### src/rtl/ptp_tc_pkg.sv
package ptp_tc_pkg;
  localparam int DATA_W = 32;
  typedef enum logic [1:0] {
    SEL_STEP   = 2'd0,
    SEL_PERIOD = 2'd1,
    SEL_TIME   = 2'd2,
    SEL_SNAP   = 2'd3
  } reg_sel_e;
endpackage

### src/rtl/ptp_tc_regs.sv
module ptp_tc_regs
  import ptp_tc_pkg::*;
#(
  parameter int STEP_W     = 7,
  parameter int ALT_LSB    = 8,
  parameter int PERIOD_W   = 16,
  parameter int TIME_W     = 32,
  parameter int RESET_BASE = 8
) (
  input  logic                clk,
  input  logic                rst_n,
  input  logic                wr,
  input  logic [1:0]          addr,
  input  logic [DATA_W-1:0]   wdata,
  input  logic [TIME_W-1:0]   time_i,
  input  logic [TIME_W-1:0]   snap_i,
  output logic [STEP_W-1:0]   base_o,
  output logic [STEP_W-1:0]   alt_o,
  output logic [PERIOD_W-1:0] period_o,
  output logic                period_wr_o,
  output logic                time_wr_o,
  output logic [DATA_W-1:0]   rdata
);
  logic [STEP_W-1:0]   base_q, base_d, alt_q, alt_d;
  logic [PERIOD_W-1:0] period_q, period_d;
  logic                step_en;

  assign step_en     = wr && (addr == SEL_STEP);
  assign period_wr_o = wr && (addr == SEL_PERIOD);
  assign time_wr_o   = wr && (addr == SEL_TIME);

  always_comb begin
    base_d   = base_q;
    alt_d    = alt_q;
    period_d = period_q;
    if (step_en) begin
      base_d = wdata[STEP_W-1:0];
      alt_d  = wdata[ALT_LSB +: STEP_W];
    end
    if (period_wr_o) period_d = wdata[PERIOD_W-1:0];
  end

  always_ff @(posedge clk or negedge rst_n) begin
    if (!rst_n) begin
      base_q   <= STEP_W'(RESET_BASE);
      alt_q    <= '0;
      period_q <= '0;
    end else begin
      base_q   <= base_d;
      alt_q    <= alt_d;
      period_q <= period_d;
    end
  end

  always_comb begin
    rdata = '0;
    case (reg_sel_e'(addr))
      SEL_STEP: begin
        rdata[STEP_W-1:0]       = base_q;
        rdata[ALT_LSB +: STEP_W] = alt_q;
      end
      SEL_PERIOD: rdata = DATA_W'(period_q);
      SEL_TIME:   rdata = DATA_W'(time_i);
      default:    rdata = DATA_W'(snap_i);
    endcase
  end

  assign base_o   = base_q;
  assign alt_o    = alt_q;
  assign period_o = period_q;

  assert_step_hold_R6: assert property (@(posedge clk) disable iff (!rst_n)
    (rst_n && !step_en) |=> (base_q == $past(base_q) && alt_q == $past(alt_q)));
endmodule

### src/rtl/ptp_tc_step.sv
module ptp_tc_step #(
  parameter int PERIOD_W = 16
) (
  input  logic                clk,
  input  logic                rst_n,
  input  logic [PERIOD_W-1:0] period_i,
  input  logic                period_wr_i,
  output logic                use_alt_o
);
  logic [PERIOD_W-1:0] cnt_q, cnt_d;
  logic                active;

  assign active    = (period_i != '0);
  assign use_alt_o = active && (cnt_q == period_i - PERIOD_W'(1));

  always_comb begin
    cnt_d = cnt_q;
    if (period_wr_i || !active || use_alt_o) cnt_d = '0;
    else                                     cnt_d = cnt_q + PERIOD_W'(1);
  end

  always_ff @(posedge clk or negedge rst_n) begin
    if (!rst_n) cnt_q <= '0;
    else        cnt_q <= cnt_d;
  end

  assert_cnt_bound_R3: assert property (@(posedge clk) disable iff (!rst_n)
    active |-> (cnt_q < period_i));
  assert_restart_R5: assert property (@(posedge clk) disable iff (!rst_n)
    (rst_n && period_wr_i) |=> (cnt_q == '0));
endmodule

### src/rtl/ptp_tc_time.sv
module ptp_tc_time #(
  parameter int TIME_W = 32,
  parameter int STEP_W = 7
) (
  input  logic              clk,
  input  logic              rst_n,
  input  logic [STEP_W-1:0] base_i,
  input  logic [STEP_W-1:0] alt_i,
  input  logic              use_alt_i,
  input  logic              load_i,
  input  logic [TIME_W-1:0] load_val_i,
  input  logic              capture_i,
  output logic [TIME_W-1:0] time_o,
  output logic [TIME_W-1:0] snap_o
);
  logic [TIME_W-1:0] time_q, time_d, snap_q, snap_d;
  logic [STEP_W-1:0] step;

  assign step = use_alt_i ? alt_i : base_i;

  always_comb begin
    time_d = load_i ? load_val_i : time_q + TIME_W'(step);
    snap_d = capture_i ? time_q : snap_q;
  end

  always_ff @(posedge clk or negedge rst_n) begin
    if (!rst_n) begin
      time_q <= '0;
      snap_q <= '0;
    end else begin
      time_q <= time_d;
      snap_q <= snap_d;
    end
  end

  assign time_o = time_q;
  assign snap_o = snap_q;

  assert_load_R7: assert property (@(posedge clk) disable iff (!rst_n)
    (rst_n && load_i) |=> (time_q == $past(load_val_i)));
  assert_base_step_R2: assert property (@(posedge clk) disable iff (!rst_n)
    (rst_n && !load_i && !use_alt_i) |=> (time_q == $past(time_q) + TIME_W'($past(base_i))));
  assert_capture_R9: assert property (@(posedge clk) disable iff (!rst_n)
    (rst_n && capture_i) |=> (snap_q == $past(time_q)));
  assert_snap_hold_R9: assert property (@(posedge clk) disable iff (!rst_n)
    (rst_n && !capture_i) |=> $stable(snap_q));
endmodule

### src/rtl/ptp_time_counter.sv
module ptp_time_counter
  import ptp_tc_pkg::*;
#(
  parameter int STEP_W     = 7,
  parameter int ALT_LSB    = 8,
  parameter int PERIOD_W   = 16,
  parameter int RESET_BASE = 8
) (
  input  logic              clk,
  input  logic              rst_n,
  input  logic              reg_wr,
  input  logic [1:0]        reg_addr,
  input  logic [DATA_W-1:0] reg_wdata,
  output logic [DATA_W-1:0] reg_rdata,
  input  logic              capture,
  output logic [DATA_W-1:0] time_now
);
  localparam int TIME_W = DATA_W;

  logic [STEP_W-1:0]   base, alt;
  logic [PERIOD_W-1:0] period;
  logic                period_wr, time_wr, use_alt;
  logic [TIME_W-1:0]   time_q, snap_q;

  ptp_tc_regs #(
    .STEP_W(STEP_W), .ALT_LSB(ALT_LSB), .PERIOD_W(PERIOD_W),
    .TIME_W(TIME_W), .RESET_BASE(RESET_BASE)
  ) u_regs (
    .clk(clk), .rst_n(rst_n), .wr(reg_wr), .addr(reg_addr), .wdata(reg_wdata),
    .time_i(time_q), .snap_i(snap_q), .base_o(base), .alt_o(alt),
    .period_o(period), .period_wr_o(period_wr), .time_wr_o(time_wr),
    .rdata(reg_rdata)
  );

  ptp_tc_step #(.PERIOD_W(PERIOD_W)) u_step (
    .clk(clk), .rst_n(rst_n), .period_i(period), .period_wr_i(period_wr),
    .use_alt_o(use_alt)
  );

  ptp_tc_time #(.TIME_W(TIME_W), .STEP_W(STEP_W)) u_time (
    .clk(clk), .rst_n(rst_n), .base_i(base), .alt_i(alt), .use_alt_i(use_alt),
    .load_i(time_wr), .load_val_i(reg_wdata), .capture_i(capture),
    .time_o(time_q), .snap_o(snap_q)
  );

  assign time_now = time_q;

  assert_every_step_R4: assert property (@(posedge clk) disable iff (!rst_n)
    (rst_n && !reg_wr && period == PERIOD_W'(1)) |=>
      (time_q == $past(time_q) + TIME_W'($past(alt))));
endmodule

### config.mk
export PLATFORM = sky130hd
export DESIGN_NAME = ptp_time_counter
export DESIGN_NICKNAME = d
export VERILOG_FILES = /design/src/rtl/ptp_tc_pkg.sv /design/src/rtl/ptp_tc_regs.sv /design/src/rtl/ptp_tc_step.sv /design/src/rtl/ptp_tc_time.sv /design/src/rtl/ptp_time_counter.sv
export SDC_FILE = /design/constraint.sdc
export NUM_CORES = 1
export LEC_CHECK = 0
export BUFFER_PORTS_ARGS = -buffer_cell sky130_fd_sc_hd__buf_4
export CORE_ASPECT_RATIO = 2
export CORE_MARGIN = 5
export CORE_UTILIZATION = 57
export DETAILED_ROUTE_END_ITERATION = 8
export GPL_ROUTABILITY_DRIVEN = 1
export GPL_TIMING_DRIVEN = 0
export HOLD_SLACK_MARGIN = 0.02
export PLACE_DENSITY = 0.8
export SLEW_MARGIN = 20
export SYNTH_ARGS = -nofsm -noshare
export SYNTH_HDL_FRONTEND = slang
export SYNTH_SLANG_ARGS = --single-unit
export TNS_END_PERCENT = 1
### constraint.sdc
create_clock -name clk -period 6.1 [get_ports clk]
set_clock_uncertainty 0.15 [all_clocks]
set_input_delay 0.305 -clock clk [delete_from_list [all_inputs] [get_ports clk]]
set_output_delay 0.305 -clock clk [all_outputs]
set_load 0.02 [all_outputs]
# Word level (Yosys, flattened, before mapping)
# Cells that the tools add are included.
# word_totals
reg_bits	110
input_bits	38
# classes
muxes	7
addsub	3
eq_ne	3
n_reduce_logical	9
# ops
operator	count
$pmux W17 S3	1
$pmux W7 S3	2
$add A32 B7 Y32	1
$mux W32	1
$add A16 B1 Y16 const B	1
$eq A16 B16 Y1	1
$mux W16	1
$reduce_bool A16 Y1	1
$sub A16 B1 Y16 const B	1
$mux W7	1
$logic_and A1 B1 Y1	4
$pmux W1 S3	1
$eq A2 B1 Y1 const B	1
$eq A2 B2 Y1 const B	1
$logic_not A2 Y1	1
$logic_or A1 B1 Y1	2
$logic_not A1 Y1	1

# Longest topological paths before layout
# Gate-level depths: netlist of the first run.
# logic_depth
depth_word	6
mapped_depth	19
ltp_nobuf	18

# Cells and area by module
# Synthesis of the first run repeated with hierarchy kept, for this count alone.
# unflattened
hier_cells	578
hier_area_um2	6532.5
# modules_own_cells
module	instances	seq_area_each_um2	cells_each	area_each_um2
ptp_tc_time	1	1601.5	300	3261.9
ptp_tc_regs	1	752.0	125	1913.1
ptp_tc_step	1	400.4	153	1357.6

# Least setup slack after synthesis of the first run
# No wires, ideal clock.
# synth_timing
path_kind	register to register
from	reg u_regs.period_q[0], in the netlist u_regs.period_o[0]
to	reg u_time.time_q[28], in the netlist u_time.time_o[28]
setup_ps	137
required_ps	5813
t_arrival_ps	4096
setup_slack_ps	1717
stages_incl_launch_ff	20
synth_period_minus_slack_ps	4383
cell_sequence	dfrtp_1 > inv_1 > ha_1 > or3b_1 > clkbuf_1 > nor4_1 > o2111ai_1 > nor4_4 > nand4_4 > mux2_2 > ha_1 > inv_1 > fa_1 > nor2b_1 > o21a_1 > o211ai_1 > a211o_1 > nor4_1 > xnor2_1 > a21oi_1
# synth_via
elab_chain_cells	6
elab_cells_between_ends	7
classes_between	2 x add/sub; 1 x eq/ne; 2 x mux; 2 x reduce/logical
# synth_lines
element	line_no	rtl
start: declaration	ptp_tc_regs.sv:25	logic [PERIOD_W-1:0] period_q, period_d;
start signal: assignment	ptp_tc_regs.sv:51	period_q <= period_d;
$sub A16 B1 Y16	ptp_tc_step.sv:14	assign use_alt_o = active && (cnt_q == period_i - PERIOD_W'(1));
$eq A16 B16 Y1	ptp_tc_step.sv:14	
$logic_and A1 B1 Y1 (*)	ptp_tc_step.sv:14	
$mux W7 (*)	ptp_tc_time.sv:19	assign step = use_alt_i ? alt_i : base_i;
$add A32 B7 Y32 (*)	ptp_tc_time.sv:22	time_d = load_i ? load_val_i : time_q + TIME_W'(step);
$mux W32 (*)	ptp_tc_time.sv:22	
named net u_time.time_d[28]	ptp_tc_time.sv:16	logic [TIME_W-1:0] time_q, time_d, snap_q, snap_d;
end signal: assignment	ptp_tc_time.sv:31	time_q <= time_d;
end: declaration	ptp_tc_time.sv:16	
# Mark *: on every way through the listed nets, which the timed path passes. The rest lies on a longest branch.
# A chain may end at the register's enable or synchronous reset.

# Worst setup path after layout of the first run
# layout_timing
from	reg u_regs.period_q[0], in the netlist u_regs.period_o[0]
to	reg u_time.time_q[15], in the netlist u_time.time_o[15]
# The elaborated chain is that of the path after synthesis.

==> metrics, run 1 <==
Hold Fails Final Rpt 0; Post-DRT Antenna Nets 0; final setup vio count 0; Synth area leaders dfrtp_1 (44%), mux2_2 (13%), xnor2_1 (5.9%), mux4_2 (4.7%), nor2_1 (3.5%); post-synthesis mux area share 21.1%; Max clock buf depth 2; DP Area 7150 um2; placed cells 792; min-delay worst type in -> reg; Synth Area in Compound Gates 6.52%; peak supply drop 0.269 mV; first-pass GRT wire length 27200 um; reg2reg path depth 18; Initial Utilization 57.7%; core area 10800 um2; combinational family with the most area after synthesis multiplexers; top cell type by total area after synthesis dfrtp_1; RSZ-0062 raised after global routing false; Post-synth EDFFs 0; Final Non-Filler Cells 809; Leak Pwr 0.00316 uW; Routed WL per cell 21.3 um; fmax 0.181 GHz; min setup slack post-route 566 ps; Max Cap Viol 0; worst skew pair latency 360 ps; Layout Nets 713; Seq cells post-synth 110; routed wire length 17200 um; Clock Pin Slew Worst Setup and Hold Paths 80 ps; Synth top cells by count dfrtp_1 (109), mux2_2 (73), nor2_1 (59); CTS Buf Count 9; # diodes 0; Post-synth top flop dfrtp_1; finished layout cell area 7460 um2; Max Slew Vio Count 0; Synth Area in Simple Gates 14.1%; H-Tree Depth 3; measured slew at the worst slew-check pin 1050 ps; Setup TNS 0 ps; Post-Synth XOR/XNOR Area 8.99%; die width 84.0 um; Vias 4753; die area 13300 um2; Total Routing Usage GR 26.7%; cell count after synthesis 554; register-to-register setup slack 570 ps; Critical Path RT 6170 ps; Synth Warn # 0; total power 3010 uW; Hold Startpoint reg_wdata[7]; sequential-to-total area share from yosys stat 44.1%; most common cell in the netlist dfrtp_1; asr flop ratio synth 100%; Congestion Overflow GR 0; CP Max Fanout 10; syn_nets 603; Slew Limit Headroom 29.6%; CTS tree built; PortBufs 98; root buf cell clkbuf_16; Die Span Y 158 um; Reg-to-Reg Start u_regs.period_o[0]; PwrDens 404 nW/um2; initial drt markers 261; hold path depth 2; status completed; CTS resizes 0; Setup Slack @ Placement 683 ps; dpl hpwl 13000 um; Area Growth Syn to Fin 19.6%; global placement routability congestion 0.900; final period utilization 90.7%; Synth Cell Area 6240 um2; Row Count 54; CP endpoint kind flip-flop; Worst Path Arrival 5600 ps; start point of the critical path u_regs.period_o[0]; largest net degree at the start of global routing 111; vias per cell 5.88; initial antenna violation count 0; vias in the first global route 5150; clock sink total 110; reg-to-reg critical path endpoint u_time.time_o[15]; # DRC 0; share of the synthesized area in the top cell type 43.7%; Avg Inst Size Synth 11.3 um2; Yosys cell types 64; Hold Path End u_regs.period_o[7]; Tmin final 5530 ps; num ports 102; drt pass-1 iters 4; share of post-route cells with drive strength above 1 33.0%; Startpoint Class flip-flop; Crit Path Category reg -> reg; Synth Area in Adders 2.33%
==> sequential cells by signal (all words and copies together), names as in the netlist <==
| name | cells |
|---|---|
| u_regs.alt_o | 7 |
| u_regs.base_o | 7 |
| u_regs.period_o | 16 |
| u_step.cnt_q | 16 |
| u_time.snap_o | 32 |
| u_time.time_o | 32 |
==> through the flow <==
step	hold slack, ps	util (%)
floorplan	-141	-
global route	57.8	69.0
finish	41.5	69.0
detailed placement	341	66.2
CTS	39.2	69.0
global placement	333	66.1
==> final cells by class <==
cell class	count	area (um2)
Buffer	28	129
Fill cell	808	3350
Clock inverter	5	41.3
Timing Repair Buffer	99	752
Tap cell	140	175
Multi-Input combinational cell	403	3310
Sequential cell	110	2750
Clock buffer	11	253
Inverter	13	48.8
==> logic make-up (layout without fill, tap and decap cells) <==
logic type,count (synthesis),after routing
DFF,110,110
adders and majority gates,11,11
xor gates and xnor gates,64,64
and+or+nand+nor,163,163
muxes,104,104
buffers and inverters,41,156
AOI/OAI and AO/OA,61,61
==> report_power, final <==
group / switching [uW] / internal [uW] / total (uW) / leakage, uW
Combinational: 646 / 608 / 1250 / 0.00175
Clock: 280 / 304 / 584 / 0.000144
Sequential: 237 / 936 / 1170 / 0.00127
Total: 1160 / 1850 / 3010 / 0.00316
==> per-layer routing <==
metal	GRT usage, %	routed length (um)	vias up
li1	-	-	2174
met1	27.6	5920	2400
met2	50.5	9830	129
met3	4.64	697	50
met4	14.3	773	0
met5	0	0	-
==> critical path, stage by stage, from the launching register on <==
cell       delay (ps)
dfrtp_1           460
inv_1             120
ha_1              180
or3b_1            350
clkbuf_1          200
o32ai_2           260
o2111ai_1         190
nor4_4            350
nand4_4           300
mux2_4            400
ha_1              270
a21o_1            180
a21oi_1           270
o21ai_0           230
a31oi_1           550
clkbuf_1          500
nor3_1            130
xnor2_1           200
a21oi_1            90
==> worst max-delay path by stage <==
stage,end,cells past startpoint
4_1_cts,u_time.time_o[15],18
6_report,u_time.time_o[15],18
2_1_floorplan,u_time.time_o[28],19
5_1_grt,u_time.time_o[25],18
3_5_place_dp,u_time.time_o[21],18
3_3_place_gp,u_time.time_o[21],18
==> placed cells by master (no fill, tap or decap), drive strengths merged, types with 3 or more instances in the layout <==
cell,instances
a21oi,34
and3,8
buf,106
clkbuf,31
dfrtp,109
ha,10
inv,15
mux2,74
mux2i,16
mux4,14
nand2,18
nand3,13
nand4,5
nor2,59
nor2b,23
nor3,8
nor4,13
o21a,3
o21ai,3
or3,3
xnor2,42
xor2,22
==> what timing repair did <==
item	4_1_cts	5_1_grt
hold endpoints to repair	109	0
hold buffers	1	0
buffers inserted	0	0
Power figures use the tool's default switching activity.
==> run 2: changes to the inputs <==
--- a/config.mk
+++ b/config.mk
@@ -19,3 +19,2 @@
 export SYNTH_HDL_FRONTEND = slang
 export SYNTH_SLANG_ARGS = --single-unit
-export TNS_END_PERCENT = 1
==> constraint.sdc (replaced) <==
create_clock -name clk -period 6.1 [get_ports clk]
set_clock_uncertainty 0.15 [all_clocks]
set_input_delay 0.915 -clock clk [delete_from_list [all_inputs] [get_ports clk]]
set_output_delay 0.915 -clock clk [all_outputs]
set_load 0.02 [all_outputs]
==> metrics, run 2 (synthesis results as in run 1) <==
status completed; Total Routing Usage GR 26.7%; Critical Path RT 6170 ps; H-Tree Depth 3; dpl hpwl 13000 um; Post-DRT Antenna Nets 0; drt pass-1 iters 5; Setup Slack @ Placement 683 ps; Global Route met2 Usage 50.5%; Crit Path Category reg -> reg; Vias 4787; Initial Utilization 57.7%; busiest grt layer met2; Congestion Overflow GR 0; min setup slack post-route 550 ps; Final Non-Filler Cells 808; Die Span Y 158 um; Leak Pwr 0.00316 uW; min-delay worst type reg -> reg; final setup vio count 0; share of post-route cells with drive strength above 1 33.1%; Startpoint Class flip-flop; PwrDens 404 nW/um2; CP Max Fanout 10; # diodes 0; Tmin final 5550 ps; finished layout cell area 7450 um2; Slew Limit Headroom 30.5%; Worst path slowest cell a31oi_1; crit path cell chain inv_1 -> ha_1 -> or3b_1 -> clkbuf_1 -> o32ai_2 -> o2111ai_1 -> nor4_4 -> nand4_4 -> mux2_4 -> ha_1 -> a21o_1 -> a21oi_1 -> o21ai_0 -> a31oi_1 -> clkbuf_1 -> nor3_1 -> xnor2_1 -> a21oi_1; Row Count 54; Routed WL per cell 21.3 um; # DRC 0; measured slew at the worst slew-check pin 1040 ps; Layout Nets 712; most frequent cells in the layout dfrtp_1 (109), buf_4 (97), mux2_2 (73); global placement routability congestion 0.900; worst path bufs/invs 3; CTS tree built; final period utilization 91.0%; initial drt markers 273; met1 Resource Use GR 27.6%; routed wire length 17200 um; # Post-CTS Setup Buffers 0; fmax 0.180 GHz; die area 13300 um2; peak supply drop 0.269 mV; worst skew pair latency 350 ps; CTS Buf Count 9; Max Slew Vio Count 0; Final Hold Slack 357 ps; Worst Path Arrival 5620 ps; initial antenna violation count 0; GRT met3 Usage 4.64%; leading cell type in the layout, fill and taps excluded dfrtp_1; vias in the first global route 5147; RSZ-0062 raised after global routing false; slowest stage delay, CP 560 ps; DP Area 7150 um2; Max Cap Viol 0; largest net degree at the start of global routing 111; die width 84.0 um; root buf cell clkbuf_16; num ports 102; PortBufs 98; core area 10800 um2; CTS resizes 0; Clock Pin Slew Worst Setup and Hold Paths 80 ps; hold buffers post-CTS 0; Max clock buf depth 2; Area Growth Syn to Fin 19.4%; clock sink total 110; CP endpoint kind flip-flop; vias per cell 5.92; CP top delay family compound AO/OA/AOI/OAI gates; Setup TNS 0 ps; placed cells 792; first-pass GRT wire length 27200 um; Hold Fails Final Rpt 0
[run 2: cell count changes in the layout (fill, tap and decap cells not counted), sizes merged]
cell and delta:
dlygate4sd3 -1
[run 2: area by class of cell]
type	count	area (um2)
Timing Repair Buffer	98	742
Inverter	13	48.8
Clock buffer	11	253
Buffer	28	129
Sequential cell	110	2750
Multi-Input combinational cell	403	3310
Fill cell	809	3360
Clock inverter	5	41.3
Tap cell	140	175
[run 2: worst register-to-register path, stage by stage, from the launching register on]
cell and delay, ps:
dfrtp_1 460, inv_1 120, ha_1 180, or3b_1 350, clkbuf_1 200, o32ai_2 260
o2111ai_1 190, nor4_4 350, nand4_4 300, mux2_4 400, ha_1 270, a21o_1 180
a21oi_1 280, o21ai_0 230, a31oi_1 560, clkbuf_1 510, nor3_1 140, xnor2_1 200
a21oi_1 90
[run 2: per-layer routing]
metal / up-vias / wire length (um)
li1: 2177 / -
met1: 2417 / 5910
met2: 149 / 9850
met3: 44 / 673
met4: 0 / 772
met5: - / 0
[run 2: path summary, 6_finish.rpt]
check                                   start                 to  slack [ps]  cells past startpoint
setup / recovery           u_regs.period_o[0]  u_time.time_o[15]         550                     18
hold / removal              u_time.snap_o[12]  u_time.snap_o[12]         360                      1
setup reg to reg           u_regs.period_o[0]  u_time.time_o[15]         550                     18
hold reg to reg             u_time.snap_o[12]  u_time.snap_o[12]         360                      1
max in group asynchronous               rst_n  u_time.snap_o[13]        4650                      1
min in group asynchronous               rst_n   u_time.snap_o[1]         520                      1
[run 2: power by group]
group | total [uW] | internal [uW] | switching [uW]
Sequential | 1170 | 936 | 238
Clock | 584 | 304 | 280
Combinational | 1250 | 607 | 647
[run 2: stage by stage]
| stage | util, % | total power [uW] |
|---|---|---|
| after floorplan | - | 1950 |
| after global placement | 66.1 | 2370 |
| after detailed placement | 66.2 | 2430 |
| after CTS | 68.9 | 3010 |
| after global routing | 68.9 | 3170 |
| final | 68.9 | 3010 |
